`config.mk`:
```
export PLATFORM = sky130hd
export DESIGN_NAME = gpio_regbank
export DESIGN_NICKNAME = d
export VERILOG_FILES = /design/src/rtl/gpio_regbank_pkg.sv /design/src/rtl/gpio_addr_decode.sv /design/src/rtl/gpio_alias_reg.sv /design/src/rtl/gpio_cnf_bank.sv /design/src/rtl/gpio_regbank.sv
export SDC_FILE = /design/constraint.sdc
export NUM_CORES = 2
export LEC_CHECK = 0
export BUFFER_PORTS_ARGS = -buffer_cell sky130_fd_sc_hd__buf_4
export CAP_MARGIN = 10
export CORE_AREA = 5 5 465 467
export CTS_BUF_LIST = sky130_fd_sc_hd__clkbuf_16
export CTS_CLUSTER_SIZE = 8
export DETAILED_ROUTE_END_ITERATION = 8
export DIE_AREA = 0 0 470 472
export PLACE_DENSITY = 0.4
export SLEW_MARGIN = 20
export SYNTH_ARGS = -nofsm -noshare
export SYNTH_HDL_FRONTEND = slang
export SYNTH_SLANG_ARGS = --single-unit
```
`constraint.sdc`:
```
create_clock -name clk_i -period 1.7 [get_ports clk_i]
set_input_delay 0.34 -clock clk_i [delete_from_list [all_inputs] [get_ports clk_i]]
set_output_delay 0.34 -clock clk_i [all_outputs]
set_load 0.02 [all_outputs]
```
`src/rtl/gpio_regbank_pkg.sv`:
```
package gpio_regbank_pkg;
  localparam int unsigned ADDR_W = 12;
  localparam int unsigned DATA_W = 32;

  localparam logic [ADDR_W-1:0] OFF_OUT      = 12'h504;
  localparam logic [ADDR_W-1:0] OFF_OUTSET   = 12'h508;
  localparam logic [ADDR_W-1:0] OFF_OUTCLR   = 12'h50C;
  localparam logic [ADDR_W-1:0] OFF_IN       = 12'h510;
  localparam logic [ADDR_W-1:0] OFF_DIR      = 12'h514;
  localparam logic [ADDR_W-1:0] OFF_DIRSET   = 12'h518;
  localparam logic [ADDR_W-1:0] OFF_DIRCLR   = 12'h51C;
  localparam logic [ADDR_W-1:0] OFF_CNF_BASE = 12'h700;

  localparam logic [DATA_W-1:0] CNF_RESET = 32'h0000_0002;

  typedef enum logic [1:0] {OP_NONE, OP_LOAD, OP_SET, OP_CLR} alias_op_e;
  typedef enum logic [2:0] {SEL_NONE, SEL_OUT, SEL_IN, SEL_DIR, SEL_CNF} rd_sel_e;

  typedef struct packed {
    alias_op_e out_op;
    alias_op_e dir_op;
    logic      cnf_we;
    rd_sel_e   sel;
    logic      hit;
  } dec_t;
endpackage

```
`src/rtl/gpio_addr_decode.sv`:
```
module gpio_addr_decode
  import gpio_regbank_pkg::*;
#(
  parameter int unsigned NUM_PINS = 32,
  localparam int unsigned IDX_W = $clog2(NUM_PINS)
) (
  input  logic              req_i,
  input  logic              we_i,
  input  logic [ADDR_W-1:0] addr_i,
  output dec_t              dec_o,
  output logic [IDX_W-1:0]  cnf_idx_o
);
  localparam logic [ADDR_W-3:0] NPINS = (ADDR_W-2)'(NUM_PINS);

  logic [ADDR_W-1:0] cnf_off;
  logic              wr;

  assign cnf_off   = addr_i - OFF_CNF_BASE;
  assign cnf_idx_o = cnf_off[IDX_W+1:2];
  assign wr        = req_i && we_i;

  always_comb begin
    dec_o        = '0;
    dec_o.out_op = OP_NONE;
    dec_o.dir_op = OP_NONE;
    dec_o.sel    = SEL_NONE;
    unique case (addr_i)
      OFF_OUT:    begin dec_o.sel = SEL_OUT; dec_o.hit = 1'b1; if (wr) dec_o.out_op = OP_LOAD; end
      OFF_OUTSET: begin dec_o.sel = SEL_OUT; dec_o.hit = 1'b1; if (wr) dec_o.out_op = OP_SET;  end
      OFF_OUTCLR: begin dec_o.sel = SEL_OUT; dec_o.hit = 1'b1; if (wr) dec_o.out_op = OP_CLR;  end
      OFF_IN:     begin dec_o.sel = SEL_IN;  dec_o.hit = 1'b1; end
      OFF_DIR:    begin dec_o.sel = SEL_DIR; dec_o.hit = 1'b1; if (wr) dec_o.dir_op = OP_LOAD; end
      OFF_DIRSET: begin dec_o.sel = SEL_DIR; dec_o.hit = 1'b1; if (wr) dec_o.dir_op = OP_SET;  end
      OFF_DIRCLR: begin dec_o.sel = SEL_DIR; dec_o.hit = 1'b1; if (wr) dec_o.dir_op = OP_CLR;  end
      default: begin
        if (addr_i >= OFF_CNF_BASE && cnf_off[1:0] == 2'b00 &&
            cnf_off[ADDR_W-1:2] < NPINS) begin
          dec_o.sel    = SEL_CNF;
          dec_o.hit    = 1'b1;
          dec_o.cnf_we = wr;
        end
      end
    endcase
  end
endmodule

```
`src/rtl/gpio_alias_reg.sv`:
```
module gpio_alias_reg
  import gpio_regbank_pkg::*;
#(
  parameter int unsigned  W   = 32,
  parameter logic [W-1:0] RST = '0
) (
  input  logic         clk_i,
  input  logic         rst_ni,
  input  alias_op_e    op_i,
  input  logic [W-1:0] wdata_i,
  input  logic [W-1:0] bit_we_i,   // per-bit load from another path
  input  logic [W-1:0] bit_val_i,
  output logic [W-1:0] q_o
);
  logic [W-1:0] q_q, q_n;

  always_comb begin
    unique case (op_i)
      OP_LOAD: q_n = wdata_i;
      OP_SET:  q_n = q_q | wdata_i;
      OP_CLR:  q_n = q_q & ~wdata_i;
      default: q_n = q_q;
    endcase
    q_n = (q_n & ~bit_we_i) | (bit_val_i & bit_we_i);
  end

  always_ff @(posedge clk_i or negedge rst_ni)
    if (!rst_ni) q_q <= RST;
    else         q_q <= q_n;

  assign q_o = q_q;
endmodule

```
`src/rtl/gpio_cnf_bank.sv`:
```
module gpio_cnf_bank
  import gpio_regbank_pkg::*;
#(
  parameter int unsigned NUM_PINS = 32,
  localparam int unsigned IDX_W = $clog2(NUM_PINS)
) (
  input  logic                       clk_i,
  input  logic                       rst_ni,
  input  logic                       we_i,
  input  logic [IDX_W-1:0]           idx_i,
  input  logic [DATA_W-1:1]          wdata_i,
  input  logic [NUM_PINS-1:0]        dir_i,
  output logic [NUM_PINS*DATA_W-1:0] cnf_o
);
  // bit 0 is not stored here: it is the pin's direction bit
  for (genvar p = 0; p < NUM_PINS; p++) begin : g_pin
    logic [DATA_W-1:1] hi_q;
    always_ff @(posedge clk_i or negedge rst_ni)
      if (!rst_ni)                              hi_q <= CNF_RESET[DATA_W-1:1];
      else if (we_i && idx_i == IDX_W'(p))      hi_q <= wdata_i;
    assign cnf_o[p*DATA_W +: DATA_W] = {hi_q, dir_i[p]};
  end
endmodule

```
`src/rtl/gpio_regbank.sv`:
```
module gpio_regbank
  import gpio_regbank_pkg::*;
#(
  parameter int unsigned NUM_PINS = 32
) (
  input  logic                       clk_i,
  input  logic                       rst_ni,
  input  logic                       req_i,
  input  logic                       we_i,
  input  logic [ADDR_W-1:0]          addr_i,
  input  logic [DATA_W-1:0]          wdata_i,
  output logic [DATA_W-1:0]          rdata_o,
  output logic                       err_o,
  input  logic [NUM_PINS-1:0]        in_i,
  output logic [NUM_PINS-1:0]        out_o,
  output logic [NUM_PINS-1:0]        dir_o,
  output logic [NUM_PINS*DATA_W-1:0] cnf_o
);
  localparam int unsigned IDX_W = $clog2(NUM_PINS);

  dec_t                dec;
  logic [IDX_W-1:0]    cnf_idx;
  logic [NUM_PINS-1:0] in_q, dir_bit_we;
  logic [DATA_W-1:0]   rd_val, rdata_q;
  logic                err_q;

  gpio_addr_decode #(.NUM_PINS(NUM_PINS)) u_dec (
    .req_i, .we_i, .addr_i, .dec_o(dec), .cnf_idx_o(cnf_idx)
  );

  gpio_alias_reg #(.W(NUM_PINS)) u_out (
    .clk_i, .rst_ni, .op_i(dec.out_op), .wdata_i(wdata_i[NUM_PINS-1:0]),
    .bit_we_i('0), .bit_val_i('0), .q_o(out_o)
  );

  // a configuration write loads one direction bit
  assign dir_bit_we = dec.cnf_we ? (NUM_PINS'(1) << cnf_idx) : '0;

  gpio_alias_reg #(.W(NUM_PINS)) u_dir (
    .clk_i, .rst_ni, .op_i(dec.dir_op), .wdata_i(wdata_i[NUM_PINS-1:0]),
    .bit_we_i(dir_bit_we), .bit_val_i({NUM_PINS{wdata_i[0]}}), .q_o(dir_o)
  );

  gpio_cnf_bank #(.NUM_PINS(NUM_PINS)) u_cnf (
    .clk_i, .rst_ni, .we_i(dec.cnf_we), .idx_i(cnf_idx),
    .wdata_i(wdata_i[DATA_W-1:1]), .dir_i(dir_o), .cnf_o
  );

  always_comb begin
    unique case (dec.sel)
      SEL_OUT: rd_val = DATA_W'(out_o);
      SEL_IN:  rd_val = DATA_W'(in_q);
      SEL_DIR: rd_val = DATA_W'(dir_o);
      SEL_CNF: rd_val = cnf_o[cnf_idx*DATA_W +: DATA_W];
      default: rd_val = '0;
    endcase
  end

  always_ff @(posedge clk_i or negedge rst_ni)
    if (!rst_ni) begin
      in_q    <= '0;
      rdata_q <= '0;
      err_q   <= 1'b0;
    end else begin
      in_q    <= in_i;
      rdata_q <= (req_i && !we_i) ? rd_val : '0;
      err_q   <= req_i && !dec.hit;
    end

  assign rdata_o = rdata_q;
  assign err_o   = err_q;
endmodule

```
# After elaboration in Yosys (flattened, before gate mapping)
# Cells that the tools add are included.
[totals]
ff_bits = 1121
wordCells = 157
[classes]
add_sub_neg = 1
n_lt_le_gt_ge = 2
n_eq_ne = 48
shifts = 2
n_mux = 13
n_bitwise = 9
n_reduce_logical = 45
[ops]
columns = ["cell", "n"]
rows = [
  ["variable part select 1024 x 11 -> 32 bit", 1],
  ["case mux 32 bit (3 select lines)", 2],
  ["bitwise AND 32 bit", 4],
  ["case mux 32 bit (4 select lines)", 1],
  ["OR 32 bit", 3],
  ["equality test 12 x 11 -> 1 bit, second input constant", 7],
  ["equality test 5 bit, second input constant", 16],
  ["two-way mux 32 bit", 2],
  ["NOT 32 bit", 2],
  ["equality test 5 x 4 -> 1 bit, second input constant", 8],
  ["logical AND 1 bit", 37],
  ["left shift 1 x 5 -> 32 bit, first input constant", 1],
  ["equality test 5 x 3 -> 1 bit, second input constant", 4],
  [">= comparator 12 x 11 -> 1 bit, second input constant", 1],
  ["case mux 2 bit (3 select lines)", 2],
  ["case mux 4 bit (3 select lines)", 1],
  ["subtractor 12 x 11 -> 12 bit, second input constant", 1],
  ["equality test 5 x 2 -> 1 bit, second input constant", 2],
  ["less-than comparator 10 x 6 -> 1 bit, second input constant", 1],
  ["equality test 2 bit, second input constant", 4],
  ["OR reduction 7 bit", 1],
  ["equality test 3 x 2 -> 1 bit, second input constant", 2],
  ["OR reduction 3 bit", 2],
  ["equality test 5 x 1 -> 1 bit, second input constant", 1],
  ["other kinds (10)", 14],
]

# Depth between registers and ports, before layout
[depth]
ltp_word = 10
mapped_depth = 10
ltp_nobuf = 5

# Cells and area by module
# A second synthesis with hierarchy kept.
[hier_totals]
cells_unflattened = 3864
hier_area_um2 = 53528.8
[modules_own_cells]
columns = ["mod", "instances", "cells_each", "area_per_inst_um2", "seq_area_each_um2"]
rows = [
  ["gpio_cnf_bank", 1, 2256, 37775.0, 24863.8],
  ["gpio_regbank", 1, 1173, 11786.3, 1626.6],
  ["gpio_alias_reg", 2, 205, 1899.3, 800.8],
  ["gpio_addr_decode", 1, 25, 168.9, 0.0],
]

# Worst setup path after synthesis
# No wires, ideal clock.
[synth_timing]
path_type = "input to register"
from = "input addr_i[7]"
to = "register u_cnf.g_pin[24].hi_q[10] in the netlist's numbering"
setup_time_ps = 125
arrival_ps = 1960
required_ps = 1575
path_slack_ps = -385
stages = 6
path_buffers = 2
path_cell_list = "and4bb_2 > nand3_4 > buf_4 > nor3_2 > buf_4 > mux2_2"
[synth_via]
elab_chain_len = 6
elab_cells_between_ends = 16
cone_classes = "add/sub: 1; order compare: 2; eq/ne: 7; mux: 2; reduce/logical: 4"
[synth_lines]
columns = ["element", "line", "source"]
rows = [
  ["start: declaration", "gpio_regbank.sv:10", "input logic [ADDR_W-1:0] addr_i,"],
  ["subtractor 12 x 11 -> 12 bit / >= comparator 12 x 11 -> 1 bit (equally long branches)", "gpio_addr_decode.sv:18, gpio_addr_decode.sv:36", ""],
  ["less-than comparator 10 x 6 -> 1 bit / logical AND 1 bit (equally long branches)", "gpio_addr_decode.sv:37, gpio_addr_decode.sv:36", ""],
  ["logical AND 1 bit", "gpio_addr_decode.sv:36", "if (addr_i >= OFF_CNF_BASE && cnf_off[1:0] == 2'b00 &&"],
  ["two-way mux 5 bit", "gpio_addr_decode.sv:36", ""],
  ["two-way mux 1 bit *", "gpio_addr_decode.sv:27", "unique case (addr_i)"],
  ["logical AND 1 bit *", "gpio_cnf_bank.sv:20", "else if (we_i && idx_i == IDX_W'(p)) hi_q <= wdata_i;"],
  ["end signal: assignment", "gpio_cnf_bank.sv:19", "if (!rst_ni) hi_q <= CNF_RESET[DATA_W-1:1];"],
  ["end signal: assignment", "gpio_cnf_bank.sv:20", ""],
  ["end: declaration", "gpio_cnf_bank.sv:17", "logic [DATA_W-1:1] hi_q;"],
]
# Mark *: on every way between the ends. The rest lies on a longest branch, timed or not.
# A chain may end at the register's enable or synchronous reset.

# Worst setup path after layout
[layout_timing]
from = "register u_cnf.g_pin[6].hi_q[5] in the netlist's numbering"
to = "register rdata_q[5] (netlist: rdata_o[5])"
[layout_via]
elab_chain_len = 3
[layout_lines]
columns = ["element", "line", "source"]
rows = [
  ["start: declaration", "gpio_cnf_bank.sv:17", ""],
  ["start signal: assignment", "gpio_cnf_bank.sv:19", ""],
  ["start signal: assignment", "gpio_cnf_bank.sv:20", ""],
  ["variable part select 1024 x 11 -> 32 bit", "gpio_regbank.sv:54", "SEL_CNF: rd_val = cnf_o[cnf_idx*DATA_W +: DATA_W];"],
  ["case mux 32 bit (4 select lines)", "gpio_regbank.sv:50", "unique case (dec.sel)"],
  ["two-way mux 32 bit", "gpio_regbank.sv:66", "rdata_q <= (req_i && !we_i) ? rd_val : '0;"],
  ["end signal: assignment", "gpio_regbank.sv:66", ""],
  ["end: declaration", "gpio_regbank.sv:24", "logic [DATA_W-1:0] rd_val, rdata_q;"],
]
# Every way passes these cells.

==> metrics <==
status=finished with violations; failing checks=negative setup slack; Total GRT Usage=30.0%; most common cell after layout, fill and taps aside=buf_6; number of flops mapped to enable cells by yosys=0; WP data required=2.36 ns; DP Cell Count=about 8300; MaxCap Viol Count=0; final worst slack=-0.354 ns; hpwl dp=259000 µm; Via density=4.94; unrepaired setup endpoints after global routing=true; H-tree depth=4; fin cells=about 9400; chip width=470 µm; worst slack at placement=-1.07 ns; post-synth cell types=65; skew final=~0.037 ns; reg2reg setup slack=-0.35 ns; Worst-Margin Slew=0.845 ns; vias in the first global route=48900; Hold EP=rdata_o[1]; setup violation total in the final timing report=~800; Crit Reg-Reg Endpoint=rdata_o[5]; area of the multi-input gates=about 23000 µm²; clk slew on worst S/H paths=0.06 ns; Placeable Area=211000 µm²; pwr dens=around 690 nW/µm²; register share of total power=43.4%; TritonCTS clock tree=built; Post-synth ARST share=100%; CTS Buf Count=161; Final Power=0.0620 W; Yosys Warn Count=0; clock network power share=48.8%; worst-case clock buffer depth=3; share of the synthesized area in the top cell type=52.7%; most used flip-flop cell after synthesis=dfrtp_1; Final nets=6596; DR pass1 iterations=5; setup TNS=-51.59 ns; worst skew pair latency=about 0.83 ns; Net Sw Power=0.0163 W; crit path capture type=register; # IOs=1201; WL/cell=36.5 µm; sequential fraction of the synthesis area=54.4%; global-route wire length before repair=455000 µm; number of synthesized register bits=1121; row cnt=169; antenna-violating nets left=0; part of the cycle the worst path needs=121%; global placement routability congestion=about 0.85; area leader, netlist=dfrtp_1; share of cells above drive strength 1=around 69%; count of final hold-check violations=0; P&R area growth vs syn=73.6%; chip height=472 µm; Hold Path Depth=4; min-delay src=addr_i[4]; Peak Freq=0.487 GHz; Pins Over Slew Limit=0; Die Area=222000 µm²; Hold WC Path Type=in -> reg; ranking of synthesized cells by area=dfrtp_1 53%, mux2_2 21%, mux4_2 7.7%, nand2_1 2.7%, mux2_1 1.7%; startpoint types=register; initial drt markers=3441; overflow left after global routing=0; Leak=45.0 nW; Initial Utilization=24.5%; DR vias=46500; Slew HR=43.2%; Max FO, Critical Path=2; PortBufs=1200; mapped cell area=slightly above 50000 µm²; fin crit period=2.05 ns; Net Sw Frac=between 20% and 30%; logic gate share of total power=7.8%; Cell Int Power=0.0457 W; maximum VDD drop=0.00101 V; Design Area, Final=89700 µm²; Storage cell area=28300 µm²; Arr. time, crit path=2.72 ns; largest net degree at the start of global routing=119; worst r2r src=u_cnf.g_pin[6].hi_q[5]; Num Clock Sinks=1121; initial antenna violation count=25; commonest cells after routing, fill and taps aside=1431 x buf_6, 1259 x buf_4, 962 x dfrtp_1; worst reg-to-reg path cell count=6; Placed Area=71900 µm²; kind of critical path=reg -> reg; remaining routing DRC violations=0; Synth Net Count=3835; Routed WL=344000 µm; syn_area_per_cell=13.8 µm²; clock root cell=clkbuf_16; synthesized netlist cell count=3755; Fillers=~20000
[critical path, cell delays in order, from the launching register on]
cell and delay, ns:
dfrtp_1 0.42, mux4_2 0.51, mux2i_2 0.21, buf_4 0.19, a211oi_2 0.07, o211ai_1 0.36
a21oi_2 0.14
[per-stage QoR]
step                      hold WS, ns  util (%)
after floorplan                0.0444         -
after global placement          0.201      34.0
after detailed placement        0.201      34.0
after CTS                      0.0527      41.9
after global routing            0.111      42.4
final                           0.148      42.5
[logic make-up (layout without fill, tap and decap cells)]
kind of cell | count (synthesis) | after routing | synth area share [%]
and+or+nand+nor | 603 | 603 | 5.75
DFF | 1121 | 1121 | 54.4
other | 0 | 13 | 0
xor gates and xnor gates | 1 | 1 | 0.0170
AOI/OAI and AO/OA | 385 | 385 | 4.81
muxes | 1262 | 1262 | 31.2
buffers and inverters | 383 | 3213 | 3.88
[power by group through the flow]
stage	clock, W	combinational [W]	sequential (W)
final	0.0303	0.00484	0.0269
after global routing	0.0320	0.00505	0.0269
after CTS	0.0309	0.00477	0.0269
after detailed placement	0	0.00438	0.0274
after global placement	0	0.00437	0.0274
after floorplan	0	0.00137	0.0274
[layout make-up]
class | instances | share of cell area [%]
Antenna cell | 13 | 0.0363
Clock inverter | 71 | 0.550
Timing Repair Buffer | 2980 | 34.0
Multi-Input combinational cell | 2251 | 25.5
Inverter | 1 | 0.00418
Sequential cell | 1121 | 31.5
Clock buffer | 161 | 4.49
Tap cell | 2821 | 3.94
[worst max path at each step]
stage | cells past startpoint | slack, ns | end | start
detailed placement | 8 | -1.07 | rdata_o[29] | addr_i[2]
global placement | 9 | -1.08 | rdata_o[10] | addr_i[2]
floorplan | 9 | -0.31 | rdata_o[30] | addr_i[2]
finish | 6 | -0.35 | rdata_o[5] | u_cnf.g_pin[6].hi_q[5]
CTS | 2 | -0.31 | cnf_o[65] | u_cnf.g_pin[2].hi_q[1]
global route | 6 | -0.34 | rdata_o[5] | u_cnf.g_pin[5].hi_q[5]
[cell usage after synthesis (all sizes together) (22+ instances only)]
cell type,n
o21ai,84
nor3,53
mux4,176
dfstp,32
buf,228
mux2,1027
nand2,367
a221oi,22
a21oi,92
nor2,85
clkbuf,154
nor4,34
o22ai,84
mux2i,59
dfrtp,1089
[sequential cells by signal, summed over array words and instances (netlist names), named ones only]
signal / cells
err_o: 1
in_q: 32
rdata_o: 32
u_cnf.g_pin.hi_q: 992
u_out.q_o: 32
[what timing repair did]
action,in CTS,in global routing
endpoints found under the setup margin,1395,1197
gates resized for setup,1690,130
pin swaps,47,59
hold buffers,67,0
cloned,0,0
buffers inserted,735,111
hold endpoints to repair,1153,0
[metal layers]
layer | vias up | part of all wire, % | GRT usage, %
met3 | 420 | 6.8 | 7.07
li1 | 19300 | - | -
met4 | 8 | 3.8 | 10.1
met2 | 1977 | 48 | 50.0
met5 | - | 0.015 | 0
met1 | 24800 | 42 | 38.3
Power figures use the tool's default switching activity.
